[src/rtl/csc_pkg.sv]
package csc_pkg;
  localparam int COMP_W_D = 8;
  localparam int COEF_W_D = 11;
  localparam int FRAC_D   = 8;
  localparam int NCOEF    = 9;
  localparam int NCH      = 3;

  typedef enum logic [1:0] {
    CSC_RGB888 = 2'd0,
    CSC_RGB565 = 2'd1,
    CSC_YUV    = 2'd2
  } csc_mode_e;

  // full-range BT.601 defaults, rows Y/Cb/Cr, columns R/G/B
  function automatic int dflt_coef(input int idx);
    case (idx)
      0: return 76;   1: return 150;  2: return 29;
      3: return -43;  4: return -84;  5: return 128;
      6: return 128;  7: return -107; 8: return -20;
      default: return 0;
    endcase
  endfunction

  function automatic int dflt_off(input int idx);
    return (idx == 0) ? 0 : 128;
  endfunction
endpackage

[src/rtl/csc_cfg.sv]
module csc_cfg
  import csc_pkg::*;
#(
  parameter int COEF_W = COEF_W_D,
  parameter int ADDR_W = 4
) (
  input  logic                         clk,
  input  logic                         rst_n,
  input  logic                         cfg_we,
  input  logic [ADDR_W-1:0]            cfg_addr,
  input  logic [COEF_W-1:0]            cfg_wdata,
  input  logic                         busy,
  output logic [NCOEF-1:0][COEF_W-1:0] coef_o,
  output logic [NCH-1:0][COEF_W-1:0]   off_o,
  output csc_mode_e                    mode_o
);
  localparam int MODE_ADDR = NCOEF + NCH;

  logic [NCOEF-1:0][COEF_W-1:0] coef_q, coef_d;
  logic [NCH-1:0][COEF_W-1:0]   off_q, off_d;
  csc_mode_e                    mode_q, mode_d;
  logic                         wr_ok;

  assign wr_ok = cfg_we & ~busy;

  always_comb begin
    coef_d = coef_q;
    off_d  = off_q;
    mode_d = mode_q;
    for (int i = 0; i < NCOEF; i++)
      if (wr_ok && cfg_addr == ADDR_W'(i)) coef_d[i] = cfg_wdata;
    for (int i = 0; i < NCH; i++)
      if (wr_ok && cfg_addr == ADDR_W'(NCOEF + i)) off_d[i] = cfg_wdata;
    if (wr_ok && cfg_addr == ADDR_W'(MODE_ADDR))
      mode_d = cfg_wdata[1] ? CSC_YUV : (cfg_wdata[0] ? CSC_RGB565 : CSC_RGB888);
  end

  always_ff @(posedge clk or negedge rst_n) begin
    if (!rst_n) begin
      for (int i = 0; i < NCOEF; i++) coef_q[i] <= COEF_W'(dflt_coef(i));
      for (int i = 0; i < NCH; i++)   off_q[i]  <= COEF_W'(dflt_off(i));
      mode_q <= CSC_RGB888;
    end else begin
      coef_q <= coef_d;
      off_q  <= off_d;
      mode_q <= mode_d;
    end
  end

  assign coef_o = coef_q;
  assign off_o  = off_q;
  assign mode_o = mode_q;


  cfg_hold_chk: assert property (@(posedge clk) disable iff (!rst_n)
    (cfg_we && busy) |=> ($stable(coef_q) && $stable(off_q) && $stable(mode_q)));
endmodule

[src/rtl/csc_mult.sv]
module csc_mult
  import csc_pkg::*;
#(
  parameter int COMP_W = COMP_W_D,
  parameter int COEF_W = COEF_W_D,
  localparam int PROD_W = COMP_W + 1 + COEF_W
) (
  input  logic                         clk,
  input  logic                         rst_n,
  input  logic                         in_valid,
  input  logic                         in_last,
  input  logic [3*COMP_W-1:0]          in_rgb,
  input  logic [NCOEF-1:0][COEF_W-1:0] coef,
  input  logic [NCH-1:0][COEF_W-1:0]   off,
  input  csc_mode_e                    mode,
  output logic                         s1_valid,
  output logic                         s1_last,
  output logic [3*COMP_W-1:0]          s1_rgb,
  output logic [NCOEF-1:0][PROD_W-1:0] s1_prod,
  output logic [NCH-1:0][COEF_W-1:0]   s1_off,
  output csc_mode_e                    s1_mode
);
  logic [NCOEF-1:0][PROD_W-1:0] prod_d;

  for (genvar gi = 0; gi < NCOEF; gi++) begin : g_mul
    localparam int COL = gi % NCH;
    logic [COMP_W-1:0]        comp;
    logic signed [PROD_W-1:0] a_ext, b_ext, p;
    assign comp  = in_rgb[(NCH-1-COL)*COMP_W +: COMP_W];
    assign a_ext = {{(PROD_W-COMP_W){1'b0}}, comp};
    assign b_ext = {{(PROD_W-COEF_W){coef[gi][COEF_W-1]}}, coef[gi]};
    assign p     = a_ext * b_ext;
    assign prod_d[gi] = p;
  end

  always_ff @(posedge clk or negedge rst_n) begin
    if (!rst_n) begin
      s1_valid <= 1'b0;
      s1_last  <= 1'b0;
    end else begin
      s1_valid <= in_valid;
      s1_last  <= in_valid & in_last;
    end
  end

  always_ff @(posedge clk) begin
    if (in_valid) begin
      s1_rgb  <= in_rgb;
      s1_prod <= prod_d;
      s1_off  <= off;
      s1_mode <= mode;
    end
  end
endmodule

[src/rtl/csc_sum.sv]
module csc_sum
  import csc_pkg::*;
#(
  parameter int COMP_W = COMP_W_D,
  parameter int COEF_W = COEF_W_D,
  parameter int FRAC   = FRAC_D,
  localparam int PROD_W = COMP_W + 1 + COEF_W,
  localparam int ACC_W  = PROD_W + 3
) (
  input  logic                         clk,
  input  logic                         rst_n,
  input  logic                         s1_valid,
  input  logic                         s1_last,
  input  logic [3*COMP_W-1:0]          s1_rgb,
  input  logic [NCOEF-1:0][PROD_W-1:0] s1_prod,
  input  logic [NCH-1:0][COEF_W-1:0]   s1_off,
  input  csc_mode_e                    s1_mode,
  output logic                         s2_valid,
  output logic                         s2_last,
  output logic [3*COMP_W-1:0]          s2_rgb,
  output logic [NCH-1:0][ACC_W-1:0]    s2_acc,
  output csc_mode_e                    s2_mode
);
  localparam int RND = 1 << (FRAC - 1);

  logic [NCH-1:0][ACC_W-1:0] acc_d;

  for (genvar gr = 0; gr < NCH; gr++) begin : g_row
    logic signed [ACC_W-1:0] sum, res;
    assign sum = $signed(s1_prod[gr*NCH]) + $signed(s1_prod[gr*NCH+1])
               + $signed(s1_prod[gr*NCH+2]) + ACC_W'(RND);
    assign res = (sum >>> FRAC) + $signed(s1_off[gr]);
    assign acc_d[gr] = res;
  end

  always_ff @(posedge clk or negedge rst_n) begin
    if (!rst_n) begin
      s2_valid <= 1'b0;
      s2_last  <= 1'b0;
    end else begin
      s2_valid <= s1_valid;
      s2_last  <= s1_last;
    end
  end

  always_ff @(posedge clk) begin
    if (s1_valid) begin
      s2_rgb  <= s1_rgb;
      s2_acc  <= acc_d;
      s2_mode <= s1_mode;
    end
  end
endmodule

[src/rtl/csc_pack.sv]
module csc_pack
  import csc_pkg::*;
#(
  parameter int COMP_W = COMP_W_D,
  parameter int ACC_W  = COMP_W_D + 1 + COEF_W_D + 3
) (
  input  logic                      clk,
  input  logic                      rst_n,
  input  logic                      s2_valid,
  input  logic                      s2_last,
  input  logic [3*COMP_W-1:0]       s2_rgb,
  input  logic [NCH-1:0][ACC_W-1:0] s2_acc,
  input  csc_mode_e                 s2_mode,
  output logic                      out_valid,
  output logic                      out_last,
  output logic [3*COMP_W-1:0]       out_data
);
  localparam int OUT_W = 3 * COMP_W;
  localparam int PAD_W = OUT_W - 2 * COMP_W;
  localparam int P565  = OUT_W - 16;

  logic [NCH-1:0][COMP_W-1:0] sat;
  logic                       odd_q, odd_d;
  logic [OUT_W-1:0]           data_d;
  logic [COMP_W-1:0]          r_c, g_c, b_c;

  for (genvar gc = 0; gc < NCH; gc++) begin : g_sat
    always_comb begin
      if (s2_acc[gc][ACC_W-1])
        sat[gc] = '0;
      else if (s2_acc[gc] > ACC_W'((1 << COMP_W) - 1))
        sat[gc] = '1;
      else
        sat[gc] = s2_acc[gc][COMP_W-1:0];
    end
  end

  assign r_c = s2_rgb[2*COMP_W +: COMP_W];
  assign g_c = s2_rgb[COMP_W +: COMP_W];
  assign b_c = s2_rgb[0 +: COMP_W];

  always_comb begin
    odd_d  = odd_q;
    data_d = out_data;
    if (s2_valid) begin
      odd_d = s2_last ? 1'b0 : ~odd_q;
      case (s2_mode)
        CSC_YUV:    data_d = {{PAD_W{1'b0}}, (odd_q ? sat[2] : sat[1]), sat[0]};
        CSC_RGB565: data_d = {{P565{1'b0}}, r_c[COMP_W-1 -: 5], g_c[COMP_W-1 -: 6], b_c[COMP_W-1 -: 5]};
        default:    data_d = s2_rgb;
      endcase
    end
  end

  always_ff @(posedge clk or negedge rst_n) begin
    if (!rst_n) begin
      odd_q     <= 1'b0;
      out_valid <= 1'b0;
      out_last  <= 1'b0;
      out_data  <= '0;
    end else begin
      odd_q     <= odd_d;
      out_valid <= s2_valid;
      out_last  <= s2_last;
      out_data  <= data_d;
    end
  end


  yuv_pad_chk: assert property (@(posedge clk) disable iff (!rst_n)
    (s2_valid && s2_mode == CSC_YUV) |=> (out_data[OUT_W-1 -: PAD_W] == '0));
endmodule

[src/rtl/pix_csc.sv]
module pix_csc
  import csc_pkg::*;
#(
  parameter int COMP_W = COMP_W_D,
  parameter int COEF_W = COEF_W_D,
  parameter int FRAC   = FRAC_D,
  parameter int ADDR_W = 4,
  localparam int PROD_W = COMP_W + 1 + COEF_W,
  localparam int ACC_W  = PROD_W + 3
) (
  input  logic                clk,
  input  logic                rst_n,
  input  logic                cfg_we,
  input  logic [ADDR_W-1:0]   cfg_addr,
  input  logic [COEF_W-1:0]   cfg_wdata,
  input  logic                in_valid,
  input  logic                in_last,
  input  logic [3*COMP_W-1:0] in_rgb,
  output logic                out_valid,
  output logic                out_last,
  output logic [3*COMP_W-1:0] out_data
);
  logic [1:0] rst_sync;
  logic       rst_s;

  always_ff @(posedge clk or negedge rst_n) begin
    if (!rst_n) rst_sync <= 2'b00;
    else        rst_sync <= {rst_sync[0], 1'b1};
  end
  assign rst_s = rst_sync[1];

  logic [NCOEF-1:0][COEF_W-1:0] coef;
  logic [NCH-1:0][COEF_W-1:0]   off;
  csc_mode_e                    mode;

  csc_cfg #(.COEF_W(COEF_W), .ADDR_W(ADDR_W)) u_cfg (
    .clk(clk), .rst_n(rst_s), .cfg_we(cfg_we), .cfg_addr(cfg_addr),
    .cfg_wdata(cfg_wdata), .busy(in_valid),
    .coef_o(coef), .off_o(off), .mode_o(mode));

  logic                         s1_valid, s1_last;
  logic [3*COMP_W-1:0]          s1_rgb;
  logic [NCOEF-1:0][PROD_W-1:0] s1_prod;
  logic [NCH-1:0][COEF_W-1:0]   s1_off;
  csc_mode_e                    s1_mode;

  csc_mult #(.COMP_W(COMP_W), .COEF_W(COEF_W)) u_mult (
    .clk(clk), .rst_n(rst_s), .in_valid(in_valid), .in_last(in_last),
    .in_rgb(in_rgb), .coef(coef), .off(off), .mode(mode),
    .s1_valid(s1_valid), .s1_last(s1_last), .s1_rgb(s1_rgb),
    .s1_prod(s1_prod), .s1_off(s1_off), .s1_mode(s1_mode));

  logic                      s2_valid, s2_last;
  logic [3*COMP_W-1:0]       s2_rgb;
  logic [NCH-1:0][ACC_W-1:0] s2_acc;
  csc_mode_e                 s2_mode;

  csc_sum #(.COMP_W(COMP_W), .COEF_W(COEF_W), .FRAC(FRAC)) u_sum (
    .clk(clk), .rst_n(rst_s), .s1_valid(s1_valid), .s1_last(s1_last),
    .s1_rgb(s1_rgb), .s1_prod(s1_prod), .s1_off(s1_off), .s1_mode(s1_mode),
    .s2_valid(s2_valid), .s2_last(s2_last), .s2_rgb(s2_rgb),
    .s2_acc(s2_acc), .s2_mode(s2_mode));

  csc_pack #(.COMP_W(COMP_W), .ACC_W(ACC_W)) u_pack (
    .clk(clk), .rst_n(rst_s), .s2_valid(s2_valid), .s2_last(s2_last),
    .s2_rgb(s2_rgb), .s2_acc(s2_acc), .s2_mode(s2_mode),
    .out_valid(out_valid), .out_last(out_last), .out_data(out_data));

  logic [1:0] age_q;
  always_ff @(posedge clk or negedge rst_s) begin
    if (!rst_s)             age_q <= 2'd0;
    else if (age_q != 2'd3) age_q <= age_q + 2'd1;
  end


  valid_lat_chk: assert property (@(posedge clk) disable iff (!rst_s)
    (age_q == 2'd3) |-> (out_valid == $past(in_valid, 3)));


  last_lat_chk: assert property (@(posedge clk) disable iff (!rst_s)
    (age_q == 2'd3) |-> (out_last == $past(in_valid && in_last, 3)));


  last_valid_chk: assert property (@(posedge clk) disable iff (!rst_s)
    out_last |-> out_valid);
endmodule

[config.mk]
export PLATFORM = sky130hd
export DESIGN_NAME = pix_csc
export DESIGN_NICKNAME = d
export VERILOG_FILES = /design/src/rtl/csc_pkg.sv /design/src/rtl/csc_cfg.sv /design/src/rtl/csc_mult.sv /design/src/rtl/csc_sum.sv /design/src/rtl/csc_pack.sv /design/src/rtl/pix_csc.sv
export SDC_FILE = /design/constraint.sdc
export NUM_CORES = 2
export LEC_CHECK = 0
export BUFFER_PORTS_ARGS = -buffer_cell sky130_fd_sc_hd__buf_4
export CORE_MARGIN = 5
export CORE_UTILIZATION = 50
export CTS_BUF_LIST = sky130_fd_sc_hd__clkbuf_4 sky130_fd_sc_hd__clkbuf_8
export DETAILED_ROUTE_END_ITERATION = 8
export HOLD_SLACK_MARGIN = 0.03
export PLACE_DENSITY = 0.68
export SLEW_MARGIN = 20
export SYNTH_ARGS = -nofsm -noshare
export SYNTH_HDL_FRONTEND = slang
export SYNTH_SLANG_ARGS = --single-unit
[constraint.sdc]
create_clock -name clk -period 4.8 [get_ports clk]
set_input_delay 0.72 -clock clk [delete_from_list [all_inputs] [get_ports clk]]
set_output_delay 0.72 -clock clk [all_outputs]
set_load 0.1 [all_outputs]
== After elaboration in Yosys (flattened, before gate mapping) ==
Index checks and enable logic that the tools add are counted.
W data, S select, Z words.

* Bits in registers: 501
* Output and inout bits: 26
* Logic and storage cells: 108
* Input port bits: 44

* Bitwise logic cells: 4
* $add $sub $neg: 12
* Reduce and logical (&&, ||, !) cells: 14
* Equality and inequality tests: 14
* Magnitude comparators: 3
* $mul: 9
* Mux-type cells: 11

{| class="wikitable"
|+ Operator list
! kind !! number
|-
| $mul A9 B11 Y20 || 9
|-
| $add A23 B9 Y23 const B || 3
|-
| $gt A23 B8 Y1 const B || 3
|-
| $add A21 B20 Y22 || 3
|-
| $add A20 B20 Y21 || 3
|-
| $mux W8 || 7
|-
| $add A15 B11 Y16 || 3
|-
| $pmux W24 S2 || 1
|-
| $eq A4 B4 Y1 const B || 5
|-
| $eq A4 B3 Y1 const B || 4
|-
| $logic_and A1 B1 Y1 || 13
|-
| $eq A4 B2 Y1 const B || 2
|-
| $eq A4 B1 Y1 const B || 1
|-
| $logic_not A4 Y1 || 1
|-
| $and A1 B1 Y1 || 2
|-
| $eq A2 B1 Y1 const B || 1
|-
| $eq A2 B2 Y1 const B || 1
|-
| $mux W1 || 2
|-
| $mux W2 || 1
|-
| $not A1 Y1 || 2
|}

== Logic depth before layout (Yosys ltp) ==
* Word-level depth: 5
* Gate-level depth with buffers: 25
* Depth with buffers taken out: 25

== Hierarchy ==
A second synthesis with hierarchy kept.

* Cells, all modules: 5295
* Area, all modules: 53134.7 µm²

{| class="wikitable"
|+ Modules (own cells, without submodules)
! module !! instances !! seq. area each (µm²) !! cells an instance !! area an instance (µm²)
|-
| csc_mult || 1 || 7226.9 || 3826 || 37113.1
|-
| csc_sum || 1 || 2272.2 || 958 || 9067.4
|-
| csc_cfg || 1 || 3409.5 || 312 || 5298.8
|-
| csc_pack || 1 || 675.6 || 196 || 1601.5
|-
| pix_csc || 1 || 50.0 || 3 || 53.8
|}

== Worst setup path after synthesis ==
OpenSTA, ideal clock, no wires.

* Path kind: input port to flip-flop
* Start: input in_rgb[16]
* End: register u_mult.s1_prod[138] (netlist name), data pin
* Setup time: 0.162 ns
* Slack: -0.469 ns
* Stages on the path: 17
* Buffers on the path: 1
* Data required time: 4.638 ns
* Arrival time: 5.107 ns
* Path through: clkbuf_1 nand2_1 fa_1 fa_1 fa_1 fa_1 inv_1 ha_1 o21ai_0 a21boi_0 o21ai_0 a21boi_0 o21ai_0 a21o_1 a221oi_1 mux2_2 o2111ai_1

* Word-level cells in the longest chain between the ends: 1

{| class="wikitable"
|+ RTL lines
! element !! RTL line !! RTL
|-
| from (decl) || pix_csc.sv:18 || <nowiki>input logic [3*COMP_W-1:0] in_rgb,</nowiki>
|-
| $mul A9 B11 Y20 || csc_mult.sv:32 || <nowiki>assign p = a_ext * b_ext;</nowiki>
|-
| via u_mult.g_mul[6].p[18] || csc_mult.sv:28 || <nowiki>logic signed [PROD_W-1:0] a_ext, b_ext, p;</nowiki>
|-
| to (signal assigned) || csc_mult.sv:49 || <nowiki>s1_prod <= prod_d;</nowiki>
|-
| to (decl) || csc_mult.sv:19 || <nowiki>output logic [NCOEF-1:0][PROD_W-1:0] s1_prod,</nowiki>
|}

The timed path passes the listed nets, and every way through them passes these cells.
A chain may end at the register's enable or synchronous reset.

== Worst setup path after layout ==
* Start: register u_mult.s1_prod[63] (netlist name)
* End: register u_sum.s2_acc[37] (netlist name), data pin

* Word-level cells in the longest chain between the ends: 4

{| class="wikitable"
|+ RTL lines
! element !! RTL line !! RTL
|-
| $add A20 B20 Y21 || csc_sum.sv:30 || <nowiki>assign sum = $signed(s1_prod[gr*NCH]) + $signed(s1_prod[gr*NCH+1])</nowiki>
|-
| $add A21 B20 Y22 || csc_sum.sv:31 || <nowiki>+ $signed(s1_prod[gr*NCH+2]) + ACC_W'(RND);</nowiki>
|-
| $add A23 B9 Y23 || csc_sum.sv:31 ||
|-
| $add A15 B11 Y16 || csc_sum.sv:32 || <nowiki>assign res = (sum >>> FRAC) + $signed(s1_off[gr]);</nowiki>
|-
| via u_sum.g_row[1].res[14] || csc_sum.sv:29 || <nowiki>logic signed [ACC_W-1:0] sum, res;</nowiki>
|-
| to (signal assigned) || csc_sum.sv:49 || <nowiki>s2_acc <= acc_d;</nowiki>
|-
| to (decl) || csc_sum.sv:21 || <nowiki>output logic [NCH-1:0][ACC_W-1:0] s2_acc,</nowiki>
|}

The timed path passes the listed nets, and every way through them passes these cells.

==> flow_metrics.tcl <==
set metrics [dict create \
    setup_repair_after_global_routing_missed_its_margin "true" \
    crit-reg2reg-launch "u_mult.s1_prod[63]" \
    crit_path_end "u_sum.s2_acc[37]" \
    critical_path.max_fanout 3 \
    register_to_register_setup_slack_ns -0.21 \
    critical_path.startpoint "u_mult.s1_prod[63]" \
    flow.area_growth_from_synthesis_pct 21.5 \
    synth_seq_cells 480 \
    hold_class "input pin to flop" \
    cts-htree-levels 3 \
    gp_congestion 0.891 \
    clock-root-buffer "clkbuf_8" \
    synthDistinctLibCells 88 \
    clkTransAtPathRegs_ns 0.07 \
    cp_cell_sequence "inv_2 -> fa_1 -> inv_2 -> ha_4 -> nand2_2 -> o31a_1 -> buf_4 -> nor3_4 -> o211a_1 -> o2111ai_2 -> and2_4 -> a211oi_4 -> buf_6 -> buf_4 -> nor3_2 -> xnor2_1 -> ha_1 -> o21ai_0 -> o21bai_4 -> a31o_2 -> a21oi_2 -> xnor2_1" \
    cts_made_buffers 88 \
    fin_crit_share_pct 104 \
    synth_edf_count 313 \
    yosys_warnings 0 \
    synth_nets 6281 \
    final_antenna_net_count 0 \
    worst-endpoint-arrival_ns 5.45 \
    mapped_cells 5056 \
    gr-total-overflow 0 \
    largest_clock_skew_in_the_final_design_ns 0.0370 \
    criticalPathCategory "flop to flop" \
    async_flop_share_pct 34.8 \
    boundaryPins 70 \
    critical_path_required_ns 5.24 \
    tritoncts "yes" \
    layout-drive-gt1-share_pct 25.9 \
    maxCapViolations 0 \
    worst_path_dominant_cell_family "compound AO/OA/AOI/OAI gates" \
    timing.critical_path.depth 22 \
    worst_path_max_delay_cell "fa_1" \
    grt_util_all_layers_pct 23.0 \
    dieWidth_um 333 \
    timing.final.hold_violations 0 \
    buffers_added_on_ports 69 \
    critPathLaunchType "flop" \
    timing.slew.headroom_pct 33.6 \
    routed_via_density 5.14 \
    path_buf_inv 5 \
    ctsLongestPathBuffers 3 \
    initialDrtViolationCount 2079 \
    critical_path.endpoint_type "flop" \
    timing_worst_slew_pin_value_ns 0.996 \
    dp_hpwl_um 98900 \
    grt_pass1_wl_um 205000 \
    reg2regPathDepth 22 \
    critPathMaxStageDelay_ns 0.55 \
    sequential_to_total_area_share_from_yosys_stat_pct 26.1 \
    grt_pass1_vias 39000 \
    failed_checks "setup timing" \
    drc 0 \
    synth.avg_cell_area_um2 10.3 \
    finalMaxSlewViolations 0 \
    grt_max_degree 164 \
    finish.utilization_pct 61.2 \
    initial_antenna_violation_count 9 \
    timing.final.ws_setup_ns -0.210 \
    reg2reg_to "u_sum.s2_acc[37]" \
    die_height_um 333 \
    tns_ns -0.579 \
    synthFlopType "edfxtp_1" \
    dr.pass1.iters 5 \
    final_net_count 7009 \
    clk_latency_ns 0.70 \
    finalCriticalPeriod_ns 5.01 \
    rows 118 \
    vias 37300 \
    finalSetupViolCount 7 \
    syn_area_mm2 0.0522 \
    cts.sinks 480 \
    die_area_mm2 0.111 \
    result_of_the_run "finished, violations left" \
    place_ws_ns -0.713 \
    wl_um 129000 \
    floorplan.initialDensity_pct 50.4 \
    drt-wirelength-per-cell_um 17.8 \
    core_region_area_mm2 0.104 \
    maxClockFrequency_mhz 200 \
]
## state kept, by name, summed over array words and instances, names as in the netlist
| signal | flops |
|---|---|
| rst_sync | 2 |
| u_cfg.off_o | 33 |
| u_mult.s1_rgb | 24 |
| u_cfg.coef_o | 99 |
| u_mult.s1_mode | 2 |
| u_cfg.mode_o | 2 |
| u_sum.s2_acc | 48 |
| u_pack.out_valid | 1 |
| u_mult.s1_valid | 1 |
| u_pack.out_data | 24 |
| u_sum.s2_mode | 2 |
| u_sum.s2_last | 1 |
| u_sum.s2_rgb | 24 |
| u_mult.s1_off | 33 |
| u_mult.s1_last | 1 |
| u_pack.out_last | 1 |
| u_sum.s2_valid | 1 |
| u_pack.odd_q | 1 |
| u_mult.s1_prod | 180 |
## cell families (layout without fill, tap and decap cells)
group	Yosys count	in the layout	share of synthesized area, %
compound gates	462	462	5.81
xor+xnor	260	260	4.38
fa+ha+maj	1181	1181	38.5
buf+inv	1132	1936	8.14
flops	480	480	26.1
mux	157	157	3.37
other cells	1	5	0.00718
simple gates	1383	1383	13.7
## placed cells by master, fill, tap and decap left out, types with 17 or more instances in the layout
master      n
clkbuf_4   28
a21oi_1    72
fa_2       22
nand3_1    44
ha_1      423
fa_1      686
dfrtp_2    20
buf_6      21
nor3_1     31
o21ai_1    18
o21ai_2    37
clkbuf_8   99
edfxtp_1  313
nand2_2    25
xnor2_1   183
a21o_1     38
nand2b_1   17
and2_1    494
xor2_1     57
o21ai_0    49
mux2_2    151
buf_4     719
dfrtp_1   101
dfstp_2    45
ha_4       41
nand2_1   397
nor2b_1    44
inv_2      26
inv_1     990
o21bai_1   18
a21oi_2    54
nor2_1    182
## stage by stage
step           cells  hold slack, ns  cell area (µm²)
2_1_floorplan   5056           0.331            52700
3_3_place_gp    6980           0.334            58900
3_5_place_dp    6980           0.337            58900
4_1_cts         7186           0.173            61600
5_1_grt         7243           0.204            63500
6_report        7244           0.248            63500
## synthesized netlist by cell type, drive strengths merged (111+ instances only)
| cell type | count | share of area [%] |
|---|---|---|
| and2 | 508 | 6.1 |
| edfxtp | 313 | 18 |
| nand2 | 423 | 3.0 |
| clkbuf | 111 | 0.80 |
| dfrtp | 122 | 5.8 |
| mux2 | 152 | 3.3 |
| fa | 708 | 27 |
| inv | 1016 | 7.3 |
| xnor2 | 194 | 3.3 |
| nor2 | 189 | 1.4 |
| a21oi | 132 | 1.3 |
| ha | 473 | 11 |
## routing by layer
metal	global-route usage (%)	vias to the layer above	routed length, µm
met5	0	-	34
met4	7.86	4	5510
met3	3.48	212	6240
met2	40.2	837	63700
met1	29.4	18700	53200
li1	-	17500	-
## worst min path at each step
stage	start	endpoint	slack, ns	cells after the start
after global placement	rst_sync[0]	rst_sync[1]	0.33	0
final	in_last	u_mult.s1_last	0.25	2
after CTS	in_last	u_mult.s1_last	0.17	2
after detailed placement	rst_sync[0]	rst_sync[1]	0.34	0
after global routing	in_last	u_mult.s1_last	0.20	2
after floorplan	rst_sync[0]	rst_sync[1]	0.33	0
## worst reg2reg max path, delay by kind of cell, from the launching register on
| family | cells | cell delay [ns] |
|---|---|---|
| compound gates | 8 | 1.99 |
| xor+xnor | 2 | 0.31 |
| fa+ha+maj | 3 | 1.13 |
| buf+inv | 5 | 0.54 |
| flops | 1 | 0.34 |
| simple gates | 4 | 0.43 |
## area by class of cell
| class | instances | area [µm²] |
|---|---|---|
| fillers | 8353 | 40200 |
| multi-input cells | 3444 | 36400 |
| flip-flops and latches | 480 | 13700 |
| repair buffers | 754 | 5900 |
| inverters | 1016 | 3810 |
| well taps | 1380 | 1730 |
| clock buffers | 127 | 1570 |
| clock inverters | 39 | 364 |
| diodes | 4 | 10.0 |
## repair_timing
action / 4_1_cts / 5_1_grt
gates resized for setup: 125 / 309
pin swaps: 112 / 287
hold buffers: 1 / 0
endpoints found under the hold margin: 2 / 0
setup buffers: 42 / 60
setup endpoints to repair: 40 / 70
Power is not shown: default switching activity piles up to over one toggle a cycle in this logic, so the estimate is an artifact.
